`config.mk`:
```
export PLATFORM = sky130hd
export DESIGN_NAME = dma_chan_regfile
export DESIGN_NICKNAME = d
export VERILOG_FILES = /design/src/rtl/dma_regs_pkg.sv /design/src/rtl/dma_addr_decode.sv /design/src/rtl/dma_chan_slice.sv /design/src/rtl/dma_chan_regfile.sv
export SDC_FILE = /design/constraint.sdc
export NUM_CORES = 2
export LEC_CHECK = 0
export ABC_AREA = 1
export BUFFER_PORTS_ARGS = -buffer_cell sky130_fd_sc_hd__buf_4
export CORE_ASPECT_RATIO = 1.25
export CORE_MARGIN = 5
export CORE_UTILIZATION = 46
export CTS_CLUSTER_SIZE = 20
export DETAILED_ROUTE_END_ITERATION = 7
export GPL_ROUTABILITY_DRIVEN = 0
export PLACE_DENSITY = 0.65
export SLEW_MARGIN = 20
export SYNTH_ARGS = -nofsm -noshare
export SYNTH_HDL_FRONTEND = slang
export SYNTH_SLANG_ARGS = --single-unit
export TNS_END_PERCENT = 50
```
`constraint.sdc`:
```
create_clock -name clk -period 1.5 [get_ports clk]
set_clock_uncertainty 0.05 [all_clocks]
set_input_delay 0.15 -clock clk [delete_from_list [all_inputs] [get_ports clk]]
set_output_delay 0.15 -clock clk [all_outputs]
set_load 0.02 [all_outputs]
```
`src/rtl/dma_regs_pkg.sv`:
```
package dma_regs_pkg;

    localparam int DW        = 32;
    localparam int GO_BIT    = 24;
    localparam int GATE_BASE = 3;
    localparam int GATE_STEP = 4;

    localparam logic [7:0] CH_BASE_OFS = 8'h80;
    localparam logic [7:0] GATE_OFS    = 8'hF0;
    localparam logic [7:0] IRQ_OFS     = 8'hF4;

    typedef enum logic [1:0] {
        K_ADDR = 2'd0,
        K_BCR  = 2'd1,
        K_CTRL = 2'd2,
        K_NONE = 2'd3
    } reg_kind_e;

    typedef struct packed {
        logic [DW-1:0] addr;
        logic [DW-1:0] bcr;
        logic [DW-1:0] ctrl;
    } chan_regs_t;

    function automatic int gate_bit(input int chan);
        return GATE_BASE + GATE_STEP * chan;
    endfunction

    function automatic reg_kind_e kind_of(input logic [1:0] word);
        case (word)
            2'd0:    return K_ADDR;
            2'd1:    return K_BCR;
            2'd2:    return K_CTRL;
            default: return K_NONE;
        endcase
    endfunction

endpackage

```
`src/rtl/dma_addr_decode.sv`:
```
module dma_addr_decode
    import dma_regs_pkg::*;
#(
    parameter int ADDR_W = 8,
    parameter int NUM_CH = 7
) (
    input  logic [ADDR_W-1:0] addr,
    output logic [NUM_CH-1:0] chan_sel,
    output reg_kind_e         kind,
    output logic              gate_sel,
    output logic              irq_sel
);
    localparam int HI_W   = ADDR_W - 4;
    localparam int HI_BASE = int'(CH_BASE_OFS) >> 4;

    always_comb begin
        kind = kind_of(addr[3:2]);
        for (int n = 0; n < NUM_CH; n++) begin
            chan_sel[n] = (addr[ADDR_W-1:4] == HI_W'(HI_BASE + n)) && (kind != K_NONE);
        end
        gate_sel = (addr[ADDR_W-1:2] == GATE_OFS[ADDR_W-1:2]);
        irq_sel  = (addr[ADDR_W-1:2] == IRQ_OFS[ADDR_W-1:2]);
    end
endmodule

```
`src/rtl/dma_chan_slice.sv`:
```
module dma_chan_slice
    import dma_regs_pkg::*;
(
    input  logic          clk,
    input  logic          rst,
    input  logic          wr_sel,
    input  reg_kind_e     kind,
    input  logic [DW-1:0] wdata,
    input  logic          gate_on,
    input  logic          done_hit,
    output chan_regs_t    regs,
    output logic          start_q
);
    logic ctrl_wr;
    assign ctrl_wr = wr_sel && (kind == K_CTRL);

    always_ff @(posedge clk) begin
        if (rst) begin
            regs    <= '0;
            start_q <= 1'b0;
        end else begin
            if (wr_sel && kind == K_ADDR) regs.addr <= wdata;
            if (wr_sel && kind == K_BCR)  regs.bcr  <= wdata;
            if (ctrl_wr)
                regs.ctrl <= wdata;
            else if (done_hit)
                regs.ctrl[GO_BIT] <= 1'b0;
            start_q <= ctrl_wr && wdata[GO_BIT] && gate_on;
        end
    end

    // a done report with no competing write leaves the channel idle
    p_done_clears_r7: assert property (@(posedge clk) disable iff (rst)
        (done_hit && !ctrl_wr) |=> !regs.ctrl[GO_BIT]);

    // a write in the same cycle as done wins
    p_write_wins_r8: assert property (@(posedge clk) disable iff (rst)
        (done_hit && ctrl_wr) |=> (regs.ctrl == $past(wdata)));

    // without a write the address word holds
    p_addr_hold_r2: assert property (@(posedge clk) disable iff (rst)
        !wr_sel |=> $stable(regs.addr));
endmodule

```
`src/rtl/dma_chan_regfile.sv`:
```
module dma_chan_regfile
    import dma_regs_pkg::*;
#(
    parameter int ADDR_W  = 8,
    parameter int NUM_CH  = 7,
    parameter int SKIP_CH = 5,
    parameter int CH_W    = 3
) (
    input  logic              clk,
    input  logic              rst,
    input  logic              bus_wr,
    input  logic [ADDR_W-1:0] bus_addr,
    input  logic [31:0]       bus_wdata,
    output logic [31:0]       bus_rdata,
    input  logic              done_valid,
    input  logic [CH_W-1:0]   done_chan,
    output logic              start_valid,
    output logic [CH_W-1:0]   start_chan,
    output logic [31:0]       start_addr,
    output logic [31:0]       start_bcr,
    output logic [31:0]       start_ctrl
);
    logic [NUM_CH-1:0] chan_sel;
    reg_kind_e         kind;
    logic              gate_sel, irq_sel;
    logic [DW-1:0]     gate_q, irq_q;
    chan_regs_t        regs  [NUM_CH];
    logic [NUM_CH-1:0] pulse;

    dma_addr_decode #(.ADDR_W(ADDR_W), .NUM_CH(NUM_CH)) i_dec (
        .addr     (bus_addr),
        .chan_sel (chan_sel),
        .kind     (kind),
        .gate_sel (gate_sel),
        .irq_sel  (irq_sel)
    );

    always_ff @(posedge clk) begin
        if (rst) begin
            gate_q <= '0;
            irq_q  <= '0;
        end else begin
            if (bus_wr && gate_sel) gate_q <= bus_wdata;
            if (bus_wr && irq_sel)  irq_q  <= bus_wdata;
        end
    end

    for (genvar n = 0; n < NUM_CH; n++) begin : g_ch
        if (n == SKIP_CH) begin : g_absent
            assign regs[n]  = '0;
            assign pulse[n] = 1'b0;
        end else begin : g_live
            dma_chan_slice i_slice (
                .clk      (clk),
                .rst      (rst),
                .wr_sel   (bus_wr && chan_sel[n]),
                .kind     (kind),
                .wdata    (bus_wdata),
                .gate_on  (gate_q[gate_bit(n)]),
                .done_hit (done_valid && (done_chan == CH_W'(n))),
                .regs     (regs[n]),
                .start_q  (pulse[n])
            );
        end
    end

    always_comb begin
        start_valid = |pulse;
        start_chan  = '0;
        start_addr  = '0;
        start_bcr   = '0;
        start_ctrl  = '0;
        for (int n = 0; n < NUM_CH; n++) begin
            if (pulse[n]) begin
                start_chan = CH_W'(n);
                start_addr = regs[n].addr;
                start_bcr  = regs[n].bcr;
                start_ctrl = regs[n].ctrl;
            end
        end
    end

    always_comb begin
        bus_rdata = '0;
        for (int n = 0; n < NUM_CH; n++) begin
            if (chan_sel[n]) begin
                case (kind)
                    K_ADDR:  bus_rdata = regs[n].addr;
                    K_BCR:   bus_rdata = regs[n].bcr;
                    K_CTRL:  bus_rdata = regs[n].ctrl;
                    default: bus_rdata = '0;
                endcase
            end
        end
        if (gate_sel) bus_rdata = gate_q;
        if (irq_sel)  bus_rdata = irq_q;
    end

    // at most one channel launches per cycle
    p_one_launch_r3: assert property (@(posedge clk) disable iff (rst)
        $onehot0(pulse));

    // a launched control word always carries the go bit
    p_launch_go_r3: assert property (@(posedge clk) disable iff (rst)
        start_valid |-> start_ctrl[GO_BIT]);

    // the absent channel never launches
    p_no_skip_r6: assert property (@(posedge clk) disable iff (rst)
        start_valid |-> (start_chan != CH_W'(SKIP_CH)));

    // a launch needs the gate bit, which no write touched since
    p_gate_r4: assert property (@(posedge clk) disable iff (rst)
        start_valid |-> gate_q[gate_bit(int'(start_chan))]);
endmodule

```
Word level (Yosys, flattened, before mapping)
Index checks and enable logic that the tools add are counted.

cells by class
  equality and inequality tests = 19
  multiplexer cells = 51
  reduce and logical (&&, ||, !) cells = 61

operators by type and width
  operator            number
  $mux 32             27
  $pmux 32 s3         6
  $logic_and 1x1->1   51
  $eq 4x4->1 const B  7
  $mux 1              13
  $eq 6x6->1 const B  2
  $mux 3              4
  $reduce_bool 2->1   6
  $eq 3x2->1 const B  2
  $eq 3x3->1 const B  2
  $pmux 2 s3          1
  $reduce_or 6->1     1
  $eq 2x1->1 const B  2
  $eq 2x2->1 const B  2
  $logic_not 2->1     2
  $eq 3x1->1 const B  1
  $logic_not 3->1     1
  $ne 2x2->1 const B  1

word-level totals
  flip-flop bits (word level) = 646
  bits of input ports = 47
  word-level logic and storage cells = 163

Longest topological paths before layout
  depth after elaboration = 13
  depth in mapped cells = 12
  depth with buffers taken out = 10

Hierarchy
From an unflattened synthesis, not the netlist that was laid out.

unflattened totals
  cell total of the unflattened synthesis = 5417
  area total of the unflattened synthesis = 35570.4 µm²

modules (own cells, without submodules)
  module            instances  cells each  area an instance (µm²)
  dma_chan_slice    6          477         3821.2
  dma_chan_regfile  1          2527        12534.5
  dma_addr_decode   1          28          108.9

Worst setup path after synthesis
OpenSTA, ideal clock, no wires.

  path kind = register -> output
  start point = register g_ch[3].g_live.i_slice.start_q
  end point = output start_addr[13]
  data arrival time = 1.672 ns
  data required time = 1.300 ns
  setup slack = -0.372 ns
  cell stages (with the launch flop) = 7
  path buffers = 3
  cell sequence = dfxtp_1 > buf_2 > clkinv_1 > clkbuf_1 > buf_2 > o211ai_1 > a311oi_1

between the ends
  cells in the longest elaborated chain, start to end = 3

RTL lines
  item                      RTL line                source
  start: declaration        dma_chan_slice.sv:12    output logic start_q
  start signal: assignment  dma_chan_slice.sv:28    start_q <= ctrl_wr && wdata[GO_BIT] && gate_on;
  $mux 32 (3 in a row)      dma_chan_regfile.sv:74  if (pulse[n]) begin
  end: declaration          dma_chan_regfile.sv:19  output logic [31:0] start_addr,

No other way between the ends.

Worst setup path after layout
  start point = register g_ch[1].g_live.i_slice.start_q
  end point = output start_ctrl[4]

between the ends
  cells in the longest elaborated chain, start to end = 5

RTL lines
  item                      RTL line                source
  start: declaration        dma_chan_slice.sv:12
  start signal: assignment  dma_chan_slice.sv:28
  $mux 32 (5 in a row)      dma_chan_regfile.sv:74
  end: declaration          dma_chan_regfile.sv:21  output logic [31:0] start_ctrl

No other way between the ends.

==> metrics.txt <==
Ys Warns 0; TritonCTS clock tree built; Startpoint Class flop; P&R area growth vs syn 40.95%; Final period util 177.7%; Remaining DRCs 5; Clock transition at path regs ~0.060 ns; Finished Layout Cells roughly 6.5k; Post-Syn Nets around 4.9k; Max-cap violations 0; Slew @ Worst Pin about 0.57 ns; CP max FO 8; CP Cell Sequence buf_12, clkinv_16, clkbuf_16, o211ai_1, o211ai_1, a31oi_2, buf_4, buf_6; FF+latch area ~13000 µm²; Initial Util between 40% and 50%; Top cell by count, worst path o211ai_1; H-tree depth 3; number of flops mapped to enable cells by yosys 0; CTS Buf Count 71; post-synthesis compound-gate area fraction 21.69%; area of the multi-input gates ~19000 µm²; final setup fails approximately 170; slowest stage delay, CP roughly 0.43 ns; Power Total roughly 0.038 W; WL per Instance 26.51 µm; Fillers about 6k; xor/xnor cell area share of the yosys netlist 0%; Die Y 310.8 µm; Setup CP Type reg -> out; Final WS setup -1.165 ns; # nets final ~5.5k; DRT iter0 DRCs about 6.3k; predominant post-synthesis flop cell dfxtp_1; Detailed Route WL 171700 µm; Cell Area, Synth about 33000 µm²; row cnt 110; GRT Util Overall 40.51%; synthesized flop and latch total 646; adder-cell share of the synthesized area 0%; antenna violations before repair 5; largest net degree at the start of global routing 68; Die Wd about 250 µm; Final Max Slew Viols 0; r2r setup slk around 0.54 ns; ys async rst share 0%; clock latency on the worst-skew pair roughly 0.63 ns; critical path endpoint category output pin; via count 40.93k; Arr. time, crit path roughly 2.5 ns; Critical Path Slowest Stage Cell dfxtp_4; Cell Pwr Density 811.5 nW/µm²; min-delay worst type in -> reg; Post-Synthesis Cells between 4k and 5k; sequential fraction of the synthesis area a little under 40%; Core Region a little over 70000 µm²; total gr overflow 0; Clock Sinks between 600 and 700; IO Count roughly 180; Max Buffers Root-to-Sink 3; Bufs and invs on worst path 5; vias in the first global route ~37k; Peak Freq approximately 380 MHz; Port Buffers around 180; post-synthesis mux area share 0%; violated checks DRC, setup timing; outcome finished with violations; placed cell count ~6.2k; Leak between 15 and 20 nW; slew margin rel. around three fifths; min Tclk post-route between 2 and 3 ns; final hold violation count 0; final antenna-violating net count 0; syn_area_per_cell 6.803 µm²; Die Footprint between 70000 and 80000 µm²; Max rail drop VDD just under 900 µV; largest family of logic cells by synthesized area simple AND/OR/NAND/NOR gates; RSZ-0062 raised after global routing true; Root Driver clkbuf_16; share of layout cells above drive strength 1 between 20% and 30%; First-pass DRT Iterations 8; Via-to-Cell Ratio about 6.3; CP delay by family, top buffers and inverters; WP data required ~1.3 ns; Netlist cell types 35; Simple-Gate Fraction of Synth Area around 30%; post-DP HPWL about 120000 µm; first-pass GRT wire length approximately 240000 µm
-- routing by layer --
layer	up-vias	wire length, µm	share of wire (%)	track usage (%)
li1	17980	-	-	-
met1	18840	59400	35	50.43
met2	3265	72650	42	60.72
met3	842	23740	14	11.07
met4	2	15880	9.3	28.13
met5	-	13	0.0076	0
-- cell type report --
cell class / count / share of cell area (%)
Tap cell: 952 / 2.537
Clock inverter: 16 / 0.2639
Antenna cell: 6 / 0.03198
Multi-Input combinational cell: 3511 / 40.17
Clock buffer: 110 / 4.531
Timing Repair Buffer: 1015 / 22.83
Inverter: 219 / 1.887
Sequential cell: 646 / 27.74
-- tightest hold or removal path: stages --
cell and delay [ns]:
clkbuf_8 0.21, buf_4 0.19, nand4_1 0.08, a21oi_1 0.06
-- state kept, by name, summed over array words and instances (netlist names) --
name / cells
irq_q: 32
g_ch.g_live.i_slice.start_q: 6
gate_q: 32
g_ch.g_live.i_slice.regs: 576
-- stage by stage --
| step | area, µm² | util, % | TNS, ns | setup WS [ns] | hold slack [ns] |
|---|---|---|---|---|---|
| 6_report | 46950 | 65.22 | -126.49 | -1.165 | 0.07718 |
| 3_3_place_gp | 41240 | 57.30 | -337.59 | -0.7061 | 0.3957 |
| 3_5_place_dp | 41240 | 57.30 | -353.29 | -0.7251 | 0.4014 |
| 5_1_grt | 46940 | 65.21 | -133.12 | -1.186 | 0.07372 |
| 4_1_cts | 45100 | 62.65 | -122.50 | -1.127 | 0.04363 |
| 2_1_floorplan | 34080 | - | -0.5170 | -0.02270 | 0.3308 |
-- timing repair --
item / 4_1_cts / 5_1_grt
pin swaps: 66 / 168
hold buffers: 40 / 0
gates cloned: 8 / 10
setup buffers: 26 / 53
gates resized for setup: 201 / 317
endpoints found under the setup margin: 133 / 216
endpoints found under the hold margin: 646 / 0
-- power by group --
group / internal [W] / leakage, nW / switching, W
Sequential: 0.0172 / 5.24 / 0.0000425
Clock: 0.00993 / 1.12 / 0.00765
Combinational: 0.00108 / 10.9 / 0.00218
-- cell families (layout without fill, tap and decap cells) --
group | count (synthesis) | count (layout)
buf+inv | 739 | 1360
compound gates | 1164 | 1164
simple gates | 2347 | 2347
flops | 646 | 646
other cells | 0 | 6
-- cell usage after synthesis (5+ instances only) --
cell	n	share of area, %
buf_2	122	1.8
nor2_1	253	2.9
o31ai_1	12	0.27
nor3_1	21	0.32
a22oi_1	65	1.5
inv_2	12	0.14
a31oi_1	15	0.28
buf_6	7	0.24
o22ai_1	32	0.60
nand2_2	5	0.094
inv_1	205	2.3
buf_4	23	0.52
nor2_4	5	0.17
buf_1	19	0.21
nand3_1	373	5.6
a311oi_1	15	0.39
nand3_2	13	0.39
clkbuf_1	349	3.9
o311ai_0	20	0.53
a21oi_1	586	8.8
nand2_1	1445	16
dfxtp_1	646	39
o21ai_0	39	0.59
a211oi_1	194	4.4
o211ai_1	134	3.0
nand4_1	223	4.2
o2111ai_1	49	1.3
-- path summary, 6_finish.rpt --
check | start | end | depth (start not counted)
worst max-delay path | g_ch[1].g_live.i_slice.start_q | start_ctrl[4] | 8
worst min-delay path | bus_wr | g_ch[1].g_live.i_slice.regs[87] | 4
worst max register to register | g_ch[3].g_live.i_slice.regs[42] | g_ch[3].g_live.i_slice.regs[42] | 3
worst min register to register | irq_q[19] | irq_q[19] | 2
-- cell usage in the layout, fill, tap and decap left out, drive strengths merged, types with 121 or more instances in the layout --
cell type  instances
a211oi           194
a21oi            587
buf              962
clkbuf           121
dfxtp            646
inv              219
nand2           1450
nand3            388
nand4            223
nor2             263
o211ai           134
(Power assumes the default switching activity.)
